`config.mk`:
```
export PLATFORM = sky130hd
export DESIGN_NAME = e3_tx_payload_timer
export DESIGN_NICKNAME = d
export VERILOG_FILES = /design/src/rtl/e3tp_pkg.sv /design/src/rtl/e3tp_bit_counter.sv /design/src/rtl/e3tp_pos_decoder.sv /design/src/rtl/e3tp_payload_index.sv /design/src/rtl/e3_tx_payload_timer.sv
export SDC_FILE = /design/constraint.sdc
export NUM_CORES = 1
export LEC_CHECK = 0
export CORE_ASPECT_RATIO = 0.8
export CORE_MARGIN = 3
export CORE_UTILIZATION = 51
export DETAILED_ROUTE_END_ITERATION = 8
export PLACE_DENSITY = 0.77
export SYNTH_ARGS = -nofsm -noshare
export SYNTH_HDL_FRONTEND = slang
export SYNTH_SLANG_ARGS = --single-unit
```
`constraint.sdc`:
```
create_clock -name clk -period 4.9 [get_ports clk]
set_input_delay 0.98 -clock clk [delete_from_list [all_inputs] [get_ports clk]]
set_output_delay 0.98 -clock clk [all_outputs]
set_load 0.02 [all_outputs]
```
`src/rtl/e3tp_pkg.sv`:
```
`timescale 1ns/1ps
package e3tp_pkg;

    typedef enum logic [2:0] {
        ST_HOLD,
        ST_PRIME,
        ST_ALIGN,
        ST_OVHD,
        ST_PAYLOAD
    } tp_state_e;

    typedef enum logic [1:0] {
        POS_ALIGN,
        POS_OVHD,
        POS_PAYLOAD
    } pos_class_e;

    // Byte index of the n-th (1-based) overhead byte that follows the alignment bytes.
    function automatic int unsigned ovhd_byte_index(int unsigned slot,
                                                    int unsigned align_bytes,
                                                    int unsigned stride);
        return (align_bytes - 1) + slot * stride;
    endfunction

endpackage

```
`src/rtl/e3tp_bit_counter.sv`:
```
`timescale 1ns/1ps
module e3tp_bit_counter #(
    parameter int unsigned FRAME_BITS = 4296,
    parameter int unsigned CW         = 13,
    parameter int unsigned BW         = 10
) (
    input  logic          clk,
    input  logic          rst,
    input  logic          adv,
    output logic [CW-1:0] cnt_q,
    output logic [BW-1:0] look_byte
);

    logic [CW-1:0] cnt_nx;

    always_comb begin
        if (cnt_q == CW'(FRAME_BITS - 1)) begin
            cnt_nx = '0;
        end else begin
            cnt_nx = cnt_q + 1'b1;
        end
    end

    // Byte of the position that the next cycle will present.
    assign look_byte = adv ? cnt_nx[CW-1:3] : cnt_q[CW-1:3];

    always_ff @(posedge clk) begin
        if (rst) begin
            cnt_q <= '0;
        end else if (adv) begin
            cnt_q <= cnt_nx;
        end
    end

endmodule

```
`src/rtl/e3tp_pos_decoder.sv`:
```
`timescale 1ns/1ps
module e3tp_pos_decoder
    import e3tp_pkg::*;
#(
    parameter int unsigned BW             = 10,
    parameter int unsigned ALIGN_BYTES    = 2,
    parameter int unsigned EXTRA_OH_BYTES = 5,
    parameter int unsigned OH_STRIDE      = 89
) (
    input  logic [BW-1:0] byte_idx,
    output pos_class_e    cls
);

    logic [EXTRA_OH_BYTES-1:0] slot_hit;

    for (genvar s = 0; s < EXTRA_OH_BYTES; s++) begin : g_slot
        localparam int unsigned AT = ovhd_byte_index(s + 1, ALIGN_BYTES, OH_STRIDE);
        assign slot_hit[s] = (byte_idx == BW'(AT));
    end

    always_comb begin
        if (byte_idx < BW'(ALIGN_BYTES)) begin
            cls = POS_ALIGN;
        end else if (|slot_hit) begin
            cls = POS_OVHD;
        end else begin
            cls = POS_PAYLOAD;
        end
    end

endmodule

```
`src/rtl/e3tp_payload_index.sv`:
```
`timescale 1ns/1ps
module e3tp_payload_index #(
    parameter int unsigned PL_BITS = 4240,
    parameter int unsigned IW      = 13
) (
    input  logic          clk,
    input  logic          rst,
    input  logic          clear,
    input  logic          inc,
    output logic [IW-1:0] idx_q
);

    always_ff @(posedge clk) begin
        if (rst || clear) begin
            idx_q <= '0;
        end else if (inc) begin
            if (idx_q == IW'(PL_BITS - 1)) begin
                idx_q <= '0;
            end else begin
                idx_q <= idx_q + 1'b1;
            end
        end
    end

endmodule

```
`src/rtl/e3_tx_payload_timer.sv`:
```
`timescale 1ns/1ps
module e3_tx_payload_timer
    import e3tp_pkg::*;
#(
    parameter int unsigned PAYLOAD_BYTES  = 530,
    parameter int unsigned ALIGN_BYTES    = 2,
    parameter int unsigned EXTRA_OH_BYTES = 5,
    parameter int unsigned OH_STRIDE      = 89
) (
    input  logic        clk,
    input  logic        rst,
    input  logic        ser_in,
    output logic        frame_strobe,
    output logic        oh_ind,
    output logic        pl_valid,
    output logic        pl_data,
    output logic [12:0] pl_index,
    output logic [12:0] bit_pos
);

    localparam int unsigned FRAME_BYTES = PAYLOAD_BYTES + ALIGN_BYTES + EXTRA_OH_BYTES;
    localparam int unsigned FRAME_BITS  = FRAME_BYTES * 8;
    localparam int unsigned PL_BITS     = PAYLOAD_BYTES * 8;
    localparam int unsigned CW          = $clog2(FRAME_BITS);
    localparam int unsigned IW          = $clog2(PL_BITS);
    localparam int unsigned BW          = CW - 3;

    tp_state_e     state_q, state_d;
    pos_class_e    look_cls;
    logic [CW-1:0] cnt_q;
    logic [BW-1:0] look_byte;
    logic [IW-1:0] idx_q;
    logic          adv;

    assign adv = (state_q == ST_ALIGN) || (state_q == ST_OVHD) || (state_q == ST_PAYLOAD);

    e3tp_bit_counter #(
        .FRAME_BITS(FRAME_BITS),
        .CW        (CW),
        .BW        (BW)
    ) bitcnt_i (
        .clk      (clk),
        .rst      (rst),
        .adv      (adv),
        .cnt_q    (cnt_q),
        .look_byte(look_byte)
    );

    e3tp_pos_decoder #(
        .BW            (BW),
        .ALIGN_BYTES   (ALIGN_BYTES),
        .EXTRA_OH_BYTES(EXTRA_OH_BYTES),
        .OH_STRIDE     (OH_STRIDE)
    ) lookdec_i (
        .byte_idx(look_byte),
        .cls     (look_cls)
    );

    e3tp_payload_index #(
        .PL_BITS(PL_BITS),
        .IW     (IW)
    ) plidx_i (
        .clk  (clk),
        .rst  (rst),
        .clear(state_q == ST_ALIGN),
        .inc  (state_q == ST_PAYLOAD),
        .idx_q(idx_q)
    );

    // State register.
    always_ff @(posedge clk) begin
        if (rst) begin
            state_q <= ST_HOLD;
        end else begin
            state_q <= state_d;
        end
    end

    // Next state: the class of the position the next cycle presents.
    always_comb begin
        state_d = ST_HOLD;
        unique case (state_q)
            ST_HOLD: state_d = ST_PRIME;
            ST_PRIME, ST_ALIGN, ST_OVHD, ST_PAYLOAD: begin
                unique case (look_cls)
                    POS_ALIGN: state_d = ST_ALIGN;
                    POS_OVHD:  state_d = ST_OVHD;
                    default:   state_d = ST_PAYLOAD;
                endcase
            end
            default: state_d = ST_HOLD;
        endcase
    end

    // Outputs.
    always_comb begin
        frame_strobe = 1'b0;
        oh_ind       = 1'b0;
        pl_valid     = 1'b0;
        pl_data      = 1'b0;
        unique case (state_q)
            ST_HOLD: begin
            end
            ST_PRIME: begin
                oh_ind = (look_cls != POS_PAYLOAD);
            end
            ST_ALIGN: begin
                frame_strobe = (cnt_q == '0);
                oh_ind       = (look_cls != POS_PAYLOAD);
            end
            ST_OVHD: begin
                oh_ind = (look_cls != POS_PAYLOAD);
            end
            ST_PAYLOAD: begin
                oh_ind   = (look_cls != POS_PAYLOAD);
                pl_valid = 1'b1;
                pl_data  = ser_in;
            end
            default: begin
            end
        endcase
    end

    assign bit_pos  = cnt_q;
    assign pl_index = idx_q;

endmodule

```
==> results of run 1 <==
==> power by group <==
group | internal, mW | switching (mW) | total, mW | leakage (nW)
sequential | 0.244 | 0.0112 | 0.256 | 0.234
combinational | 0.0400 | 0.0608 | 0.101 | 0.475
clock | 0.127 | 0.0966 | 0.223 | 0.0542
total | 0.411 | 0.169 | 0.580 | 0.763
==> per-layer routing <==
metal,share of wire,GRT usage
met1,0.51,0.3214
met2,0.40,0.3217
met3,0.082,0.06954
met4,0.013,0.09391
met5,0,0
==> final timing paths <==
path | start | end | cells past startpoint
worst max register to register | bitcnt_i.cnt_q[4] | state_q[1] | 8
worst min-delay path | plidx_i.idx_q[1] | plidx_i.idx_q[1] | 2
worst min register to register | plidx_i.idx_q[1] | plidx_i.idx_q[1] | 2
worst max-delay path | bitcnt_i.cnt_q[4] | oh_ind | 9
==> cells in the mapped netlist (all sizes together), types with 2 or more instances <==
master   instances  share of area
nor2            33          0.065
dfxtp           29           0.30
nand2           18          0.035
nand3           15          0.039
xnor2           15          0.068
xor2            12          0.055
clkbuf          10          0.056
and3             9          0.030
a21oi            8          0.029
inv              7          0.014
nor3             7          0.021
o21ai            7          0.018
nand2b           5          0.016
nor4b            5          0.023
a2111oi          4          0.031
o211ai           4          0.016
ha               3          0.020
nor2b            3         0.0098
nor4             3         0.0098
a211o            2         0.0098
a211oi           2          0.010
a31o             2         0.0091
and2             2         0.0072
buf              2         0.0098
mux2i            2          0.010
nand4            2         0.0065
o31ai            2         0.0078
==> final cells by class <==
type	count	area, um2
Fill cell	315	1252
Multi-Input combinational cell	180	1177
Sequential cell	29	580.6
Timing Repair Buffer	33	327.8
Clock buffer	7	96.34
Tap cell	42	52.55
Inverter	7	26.28
Clock inverter	1	5.005
==> critical path, cell delays in order, from the launching register on <==
cell	delay, ns
dfxtp_1	0.64
nand3_1	0.33
a211oi_1	0.59
nand2b_1	0.12
a2111oi_0	0.44
o21ai_1	0.14
a21oi_2	0.22
nor2_1	0.10
nor2_1	0.11
clkdlybuf4s50_1	0.61
==> per-stage QoR <==
step           instances  power, mW  cell area [um2]  utilization  hold slack [ns]
4_1_cts              299     0.5831             2266       0.6440           0.4992
3_3_place_gp         291     0.3585             2165       0.6152           0.4849
3_5_place_dp         291     0.3604             2165       0.6152           0.4902
5_1_grt              299     0.6041             2266       0.6440           0.5164
6_report             299     0.5798             2266       0.6440           0.4934
2_1_floorplan        229     0.3322             1919            -           0.5361
==> state kept, by name, summed over array words and instances (netlist names) <==
name,flops
bitcnt_i.cnt_q,13
plidx_i.idx_q,13
state_q,3
==> cell families (layout without fill, tap and decap cells) <==
logic type / count (synthesis) / after routing / synth area share
buffers and inverters: 20 / 48 / 0.08409
adders and majority gates: 3 / 3 / 0.01956
AOI/OAI and AO/OA: 40 / 40 / 0.1715
and+or+nand+nor: 108 / 108 / 0.2888
DFF: 29 / 29 / 0.3025
muxes: 2 / 2 / 0.01043
xor gates and xnor gates: 27 / 27 / 0.1232
==> cell usage in the layout, fill, tap and decap left out, types with 2 or more instances in the layout <==
| master | count |
|---|---|
| clkdlybuf4s50_1 | 32 |
| o211ai_1 | 4 |
| o21ai_0 | 3 |
| xnor2_1 | 15 |
| nor4_1 | 3 |
| o21ai_1 | 4 |
| nor4b_1 | 5 |
| o31ai_1 | 2 |
| inv_1 | 6 |
| nand4_1 | 2 |
| mux2i_1 | 2 |
| ha_1 | 3 |
| nor3_1 | 6 |
| nand3_1 | 15 |
| nor2b_1 | 3 |
| a31o_2 | 2 |
| xor2_1 | 12 |
| dfxtp_1 | 29 |
| clkbuf_8 | 7 |
| a21oi_1 | 6 |
| nor2_1 | 33 |
| a2111oi_0 | 2 |
| nand2b_1 | 5 |
| and3_1 | 8 |
| nand2_1 | 18 |
==> results.json, run 1 <==
{
  "synthCells": 229,
  "drv_slew": 0,
  "min_period_ns": 4.592,
  "reg2reg_slack_ns": 2.06,
  "root_buffer": "clkbuf_8",
  "grt_pass1_vias": 1641,
  "first_pass_iters": 4,
  "postCtsSetupBuffers": 0,
  "grt_max_degree": 20,
  "die_area_mm2": 0.004540,
  "syn_nets": 235,
  "grt_overflow_total": 0,
  "clk_pin_slew_ns": 0.07,
  "dp_hpwl_mm": 3.443,
  "postSynthRegisterBits": 29,
  "hold_buffers": 0,
  "cts_resized": 0,
  "wirelength_mm": 4.729,
  "cp.required_ns": 3.92,
  "critical_path_class": "flop to primary output",
  "wire_per_inst_um": 15.82,
  "core_area_mm2": 0.003518,
  "crit_fanout": 15,
  "setup_ws_ns": 0.3081,
  "grt_pass1_wl_mm": 7.893,
  "setup-tns-final_ns": 0,
  "clk_path_buf_depth": 2,
  "antenna_cells": 0,
  "die_h_um": 60.87,
  "drtIter0Drc": 147,
  "cts_tree": "yes",
  "insertion_delay_ns": 0.29,
  "cp-start-kind": "flop",
  "max_freq_mhz": 217.8,
  "gp_congestion": 0.9571,
  "antenna_found_initial": 0,
  "drive_above_1_share": 0.09339,
  "maxCapViolCount": 0,
  "cts_buffers": 5,
  "clock_sinks": 29,
  "leakagePower_nw": 0.7632,
  "initial_core_util": 0.5455,
  "nets": 262,
  "cp.arrival_ns": 3.61,
  "port_buffers": 32,
  "fin_crit_sh": 0.9371,
  "p_per_area_mw_per_mm2": 255.9,
  "synth_ff_type": "dfxtp_1",
  "synth_area_mm2": 0.001919,
  "htree_levels": 2,
  "syn_to_final_growth_pct": 18.06,
  "rsz0062_at_grt": "no",
  "irDropWorstVdd_mv": 0.1605,
  "ys_seq_area_frac": 0.3025,
  "final-setup-viol-count": 0,
  "drc": 0,
  "via_per_inst": 5.896,
  "synth_edf_count": 0,
  "hp-class": "flop to flop",
  "dpl_worst_slack_ns": 0.7393,
  "die_w_um": 74.59,
  "ant_nets": 0,
  "endpoint_kind": "primary output",
  "maxSlewHeadroom": 0.5743,
  "finalHoldViolCount": 0,
  "rows": 19,
  "max_slew.worst_pin.slew_ns": 0.6348,
  "yosysUniqueCellTypes": 56,
  "finalClockSkew_ns": 0.007777,
  "avgSynthCellArea_um2": 8.381,
  "vias": 1763,
  "status": "finished, final reports clean",
  "io_pins": 33,
  "grt_use_total": 0.2280,
  "yosysWarnings": 0,
  "async_flop_share": 0
}
(Power assumes the default switching activity.)
==> inputs of run 2 (changes only) <==
--- a/config.mk
+++ b/config.mk
@@ -6,7 +6,6 @@
 export NUM_CORES = 1
 export LEC_CHECK = 0
 export CORE_ASPECT_RATIO = 0.8
-export CORE_MARGIN = 3
 export CORE_UTILIZATION = 51
 export DETAILED_ROUTE_END_ITERATION = 8
 export PLACE_DENSITY = 0.77
==> run 2 against run 1 <==
  * The flow now finishes with violations (DRC)
  * Critical path depth did not move
  * First-iteration DRC count fell by 21%
  * Final area barely moved
  * Clock skew fell by 0.0048 ns
  * Maximum frequency rose by 1.3%
  * Sequential share of layout area barely moved
  * Setup slack improved by 0.058 ns
  * Cell count did not move
  * Via count fell by 2.1%
==> results.json, run 2 (synthesis results as in run 1) <==
{
  "status": "finished, violations left",
  "violations": "DRC",
  "drc": 5,
  "clock_sinks": 29,
  "total_power_mw": 0.5765,
  "io_pins": 33,
  "drtIter0Drc": 116,
  "p_int_mw": 0.4112,
  "slowest_stage": "dfxtp_1",
  "dp_hpwl_mm": 3.476,
  "first_pass_iters": 7,
  "final-setup-viol-count": 0,
  "hold_path_depth": 2,
  "whs_endpoint": "plidx_i.idx_q[1]",
  "p_per_area_mw_per_mm2": 254.3,
  "pwr-share-clk": 0.383,
  "wire_per_inst_um": 16.01,
  "dpl_worst_slack_ns": 0.6566,
  "cp.arrival_ns": 3.55,
  "path_cells": "nand3_1 > a2111oi_4 > xnor2_1 > a2111oi_0 > o211ai_1 > a21oi_2 > nor2_1 > nor2_1 > clkdlybuf4s50_1",
  "crit_fanout": 15,
  "finalHoldViolCount": 0,
  "cp.required_ns": 3.92,
  "grt_pass1_vias": 1537,
  "setup-tns-final_ns": 0,
  "r2r_end": "state_q[1]",
  "rsz0062_at_grt": "no",
  "via_per_inst": 5.773,
  "drv_slew": 0,
  "hp-start": "plidx_i.idx_q[1]",
  "clk_path_buf_depth": 2,
  "die_h_um": 56.87,
  "insertion_delay_ns": 0.29,
  "fin_crit_sh": 0.9254,
  "antenna_cells": 0,
  "clk_pin_slew_ns": 0.06,
  "combPwrFrac": 0.174,
  "critPathMostFrequentCell": "nor2_1",
  "place_area_mm2": 0.002165,
  "port_buffers": 32,
  "cp-start-kind": "flop",
  "r2r_cells": 8,
  "rows": 19,
  "critical_path_class": "flop to primary output",
  "irDropWorstVdd_mv": 0.1860,
  "core_area_mm2": 0.003518,
  "max_freq_mhz": 220.5,
  "cts_buffers": 5,
  "die_w_um": 70.59,
  "grt_pass1_wl_mm": 7.755,
  "final_cell_area_mm2": 0.002267,
  "postCtsSetupBuffers": 0,
  "r2r-start": "bitcnt_i.cnt_q[4]",
  "endpoint_kind": "primary output",
  "final_cell_mix": "nor2_1 (33), clkdlybuf4s50_1 (32), dfxtp_1 (28), nand2_1 (18)",
  "setup_ws_ns": 0.3658,
  "layout_commonest_cell": "nor2_1",
  "max_slew.worst_pin.slew_ns": 0.6116,
  "p_sw_mw": 0.1653,
  "nFillCells": 295,
  "seqPwrFrac": 0.443,
  "maxSlewHeadroom": 0.5885,
  "min_period_ns": 4.534,
  "reg_top3": "bitcnt_i.cnt_q (13), plidx_i.idx_q (13), state_q (3)",
  "grt_overflow_total": 0,
  "nets": 262,
  "cpPeakStageDelay_ns": 0.64,
  "drive_above_1_share": 0.09728,
  "root_buffer": "clkbuf_8",
  "wirelength_mm": 4.787,
  "die_area_mm2": 0.004014,
  "grt_max_degree": 20,
  "critPathBufInv": 1,
  "cts_tree": "yes",
  "syn_to_final_growth_pct": 18.12,
  "gp_congestion": 0.8827,
  "crit_family": "compound AO/OA/AOI/OAI gates",
  "hold_ws_ns": 0.4959,
  "ant_nets": 0,
  "hold_buffers": 0,
  "htree_levels": 2,
  "maxCapViolCount": 0,
  "netSwitchingFraction": 0.2867,
  "hp-class": "flop to flop",
  "finalClockSkew_ns": 0.002980,
  "vias": 1726,
  "antenna_found_initial": 0,
  "grt_use_total": 0.2530,
  "initial_core_util": 0.5455,
  "reg2reg_slack_ns": 2.13,
  "leakagePower_nw": 0.7637
}
[run 2: cell types whose count changed in the layout (fill, tap and decap cells not counted)]
cell	change
dfxtp_1	-1
dfxtp_2	+1
[run 2: power by group through the flow]
stage | logic, mW | clock network [mW] | registers, mW
6_report | 0.100 | 0.221 | 0.255
5_1_grt | 0.108 | 0.232 | 0.257
4_1_cts | 0.100 | 0.221 | 0.255
3_5_place_dp | 0.0996 | 0 | 0.261
3_3_place_gp | 0.0979 | 0 | 0.261
2_1_floorplan | 0.0704 | 0 | 0.262
[run 2: worst max-delay path by stage]
stage / startpoint / to / slack (ns) / cells past startpoint
floorplan: bitcnt_i.cnt_q[1] / oh_ind / 1.45 / 9
global placement: bitcnt_i.cnt_q[6] / oh_ind / 0.57 / 9
detailed placement: bitcnt_i.cnt_q[6] / oh_ind / 0.66 / 9
CTS: bitcnt_i.cnt_q[6] / oh_ind / 0.27 / 9
global route: bitcnt_i.cnt_q[4] / oh_ind / 0.06 / 9
finish: bitcnt_i.cnt_q[4] / oh_ind / 0.37 / 9
[run 2: stage by stage]
step                        util  std cells
after CTS                 0.6440        299
after global routing      0.6444        299
after floorplan                -        229
after global placement    0.6152        291
after detailed placement  0.6152        291
final                     0.6444        299
[run 2: worst min-delay path, stage by stage (launching register included)]
cell     delay, ns
dfxtp_1       0.33
nand2_1       0.06
a21oi_1       0.05
[run 2: layout make-up]
cell class | count | area (um2) | area share
well taps | 42 | 52.55 | 0.02318
clock inverters | 1 | 5.005 | 0.002208
clock buffers | 7 | 96.34 | 0.04249
flip-flops and latches | 29 | 581.8 | 0.2566
multi-input cells | 180 | 1177 | 0.5193
repair buffers | 33 | 327.8 | 0.1446
inverters | 7 | 26.28 | 0.01159
[run 2: metal layers]
layer,track usage,wire (um)
met3,0.06643,357
met2,0.3495,1999
met5,0,0
met1,0.3762,2368
met4,0.08286,62
[run 2: timing repair]
action	in CTS	in global routing
hold endpoints to repair	0	0
resized for setup	0	1
endpoints found under the setup margin	0	1
==> inputs of run 3 (changes only) <==
--- a/config.mk
+++ b/config.mk
@@ -9,6 +9,7 @@
 export CORE_UTILIZATION = 51
 export DETAILED_ROUTE_END_ITERATION = 8
 export PLACE_DENSITY = 0.77
+export RECOVER_POWER = 100
 export SYNTH_ARGS = -nofsm -noshare
 export SYNTH_HDL_FRONTEND = slang
 export SYNTH_SLANG_ARGS = --single-unit
==> constraint.sdc (replaced) <==
create_clock -name clk -period 4.6 [get_ports clk]
set_input_delay 0.92 -clock clk [delete_from_list [all_inputs] [get_ports clk]]
set_output_delay 0.92 -clock clk [all_outputs]
set_load 0.02 [all_outputs]
==> run 3 against run 2 <==
  * The flow still finishes with violations (DRC)
  * Via count is 1.2% higher
  * Sequential cell count unchanged
  * Count of clock-buffer cells in the layout down 1
  * Largest power group unchanged
==> results.json, run 3 (synthesis results as in run 1) <==
{
  "cp-start-kind": "flop",
  "port_buffers": 32,
  "maxCapViolCount": 0,
  "total_power_mw": 0.5757,
  "crit_fanout": 12,
  "drc": 4,
  "cp.required_ns": 3.68,
  "grt_pass1_wl_mm": 7.576,
  "final_cell_area_mm2": 0.002265,
  "fin_crit_sh": 0.9635,
  "leakagePower_nw": 0.8686,
  "layout_commonest_cell": "nor2_1",
  "rows": 19,
  "cp.arrival_ns": 3.51,
  "clock_sinks": 29,
  "initial_core_util": 0.5455,
  "nFillCells": 333,
  "endpoint_kind": "primary output",
  "rsz0062_at_grt": "no",
  "core_area_mm2": 0.003518,
  "htree_levels": 2,
  "antenna_found_initial": 0,
  "clk_path_buf_depth": 2,
  "wire_per_inst_um": 15.63,
  "grt_overflow_total": 0,
  "die_h_um": 56.87,
  "finalHoldViolCount": 0,
  "io_pins": 33,
  "max_freq_mhz": 225.6,
  "critical_path_class": "flop to primary output",
  "place_area_mm2": 0.002187,
  "r2r_cells": 8,
  "status": "finished, violations left",
  "die_area_mm2": 0.004014,
  "cts_tree": "yes",
  "finalClockSkew_ns": 0.006983,
  "drv_slew": 0,
  "postCtsSetupBuffers": 0,
  "r2r-start": "state_q[2]",
  "die_w_um": 70.59,
  "reg_top3": "bitcnt_i.cnt_q (13), plidx_i.idx_q (13), state_q (3)",
  "violations": "DRC",
  "drtIter0Drc": 139,
  "wirelength_mm": 4.721,
  "grt_pass1_vias": 1472,
  "max_slew.worst_pin.slew_ns": 0.6585,
  "p_per_area_mw_per_mm2": 254.2,
  "hold_buffers": 0,
  "clk_pin_slew_ns": 0.06,
  "gp_congestion": 0.9406,
  "antenna_cells": 0,
  "dp_hpwl_mm": 3.480,
  "hp-start": "plidx_i.idx_q[1]",
  "irDropWorstVdd_mv": 0.2162,
  "nets": 265,
  "insertion_delay_ns": 0.29,
  "regArea_um2": 581.8,
  "setup-tns-final_ns": 0,
  "hold_path_depth": 2,
  "first_pass_iters": 6,
  "multiInputGateArea_mm2": 0.001175,
  "syn_to_final_growth_pct": 17.99,
  "utilization": 0.6437,
  "drive_above_1_share": 0.08846,
  "final-setup-viol-count": 0,
  "final_cell_mix": "nor2_1 (33), dlygate4sd3_1 (30), dfxtp_1 (28), nand2_1 (18), nand3_1 (15)",
  "root_buffer": "clkbuf_8",
  "grt_use_total": 0.2494,
  "ant_nets": 0,
  "whs_endpoint": "plidx_i.idx_q[1]",
  "hp-class": "flop to flop",
  "grt_max_degree": 16,
  "vias": 1747,
  "r2r_end": "state_q[0]",
  "reg2reg_slack_ns": 1.85,
  "maxSlewHeadroom": 0.5610,
  "via_per_inst": 5.785,
  "cts_buffers": 5,
  "min_period_ns": 4.432
}
## run 3: cell types whose count changed in the layout (fill, tap and decap cells not counted), sizes merged
cell	change
buf	+2
clkdlybuf4s50	-30
clkinv	+1
dlygate4sd3	+30
## run 3: how the worst max path moves through the flow
stage | startpoint | end | slack, ns | depth (start not counted)
final | state_q[2] | oh_ind | 0.17 | 9
after global routing | bitcnt_i.cnt_q[1] | oh_ind | 0.02 | 10
after CTS | bitcnt_i.cnt_q[4] | oh_ind | 0.17 | 9
after detailed placement | bitcnt_i.cnt_q[4] | oh_ind | 0.51 | 9
after global placement | state_q[2] | oh_ind | 0.49 | 9
after floorplan | bitcnt_i.cnt_q[1] | oh_ind | 1.21 | 9
## run 3: power breakdown
group | internal (mW) | switching [mW]
Combinational | 0.0395 | 0.0630
Sequential | 0.260 | 0.0111
Clock | 0.104 | 0.0971
## run 3: cell type report
class,instances,share of cell area
Inverter,7,0.01160
Multi-Input combinational cell,180,0.5188
Clock inverter,2,0.004420
Sequential cell,29,0.2569
Clock buffer,6,0.03204
Tap cell,42,0.02320
Timing Repair Buffer,36,0.1530
## run 3: repair_timing
item	CTS	global route
endpoints found under the setup margin	0	1
resized for setup	0	4
endpoints found under the hold margin	0	0
## run 3: through the flow
stage	hold slack, ns	cells	setup WS, ns
after floorplan	0.5361	229	1.213
after global placement	0.4866	294	0.4871
after detailed placement	0.5068	294	0.5089
after CTS	0.5152	302	0.1729
after global routing	0.5263	302	0.02347
final	0.5123	302	0.1679
## run 3: metal layers
metal,share of wire,global-route usage,vias to the layer above
li1,-,-,867
met1,0.50,0.3687,806
met2,0.41,0.3426,67
met3,0.076,0.05206,7
met4,0.017,0.1114,0
met5,0,0,-
## run 3: worst max-delay path, cell delays in order (launching register included)
cell and delay (ns):
dfxtp_1 0.36, or3b_4 0.49, a21oi_1 0.56, nand2_1 0.10, a2111oi_1 0.50, o211ai_1 0.19
a21oi_2 0.23, nor2_1 0.09, nor2_1 0.10, clkdlybuf4s50_1 0.60
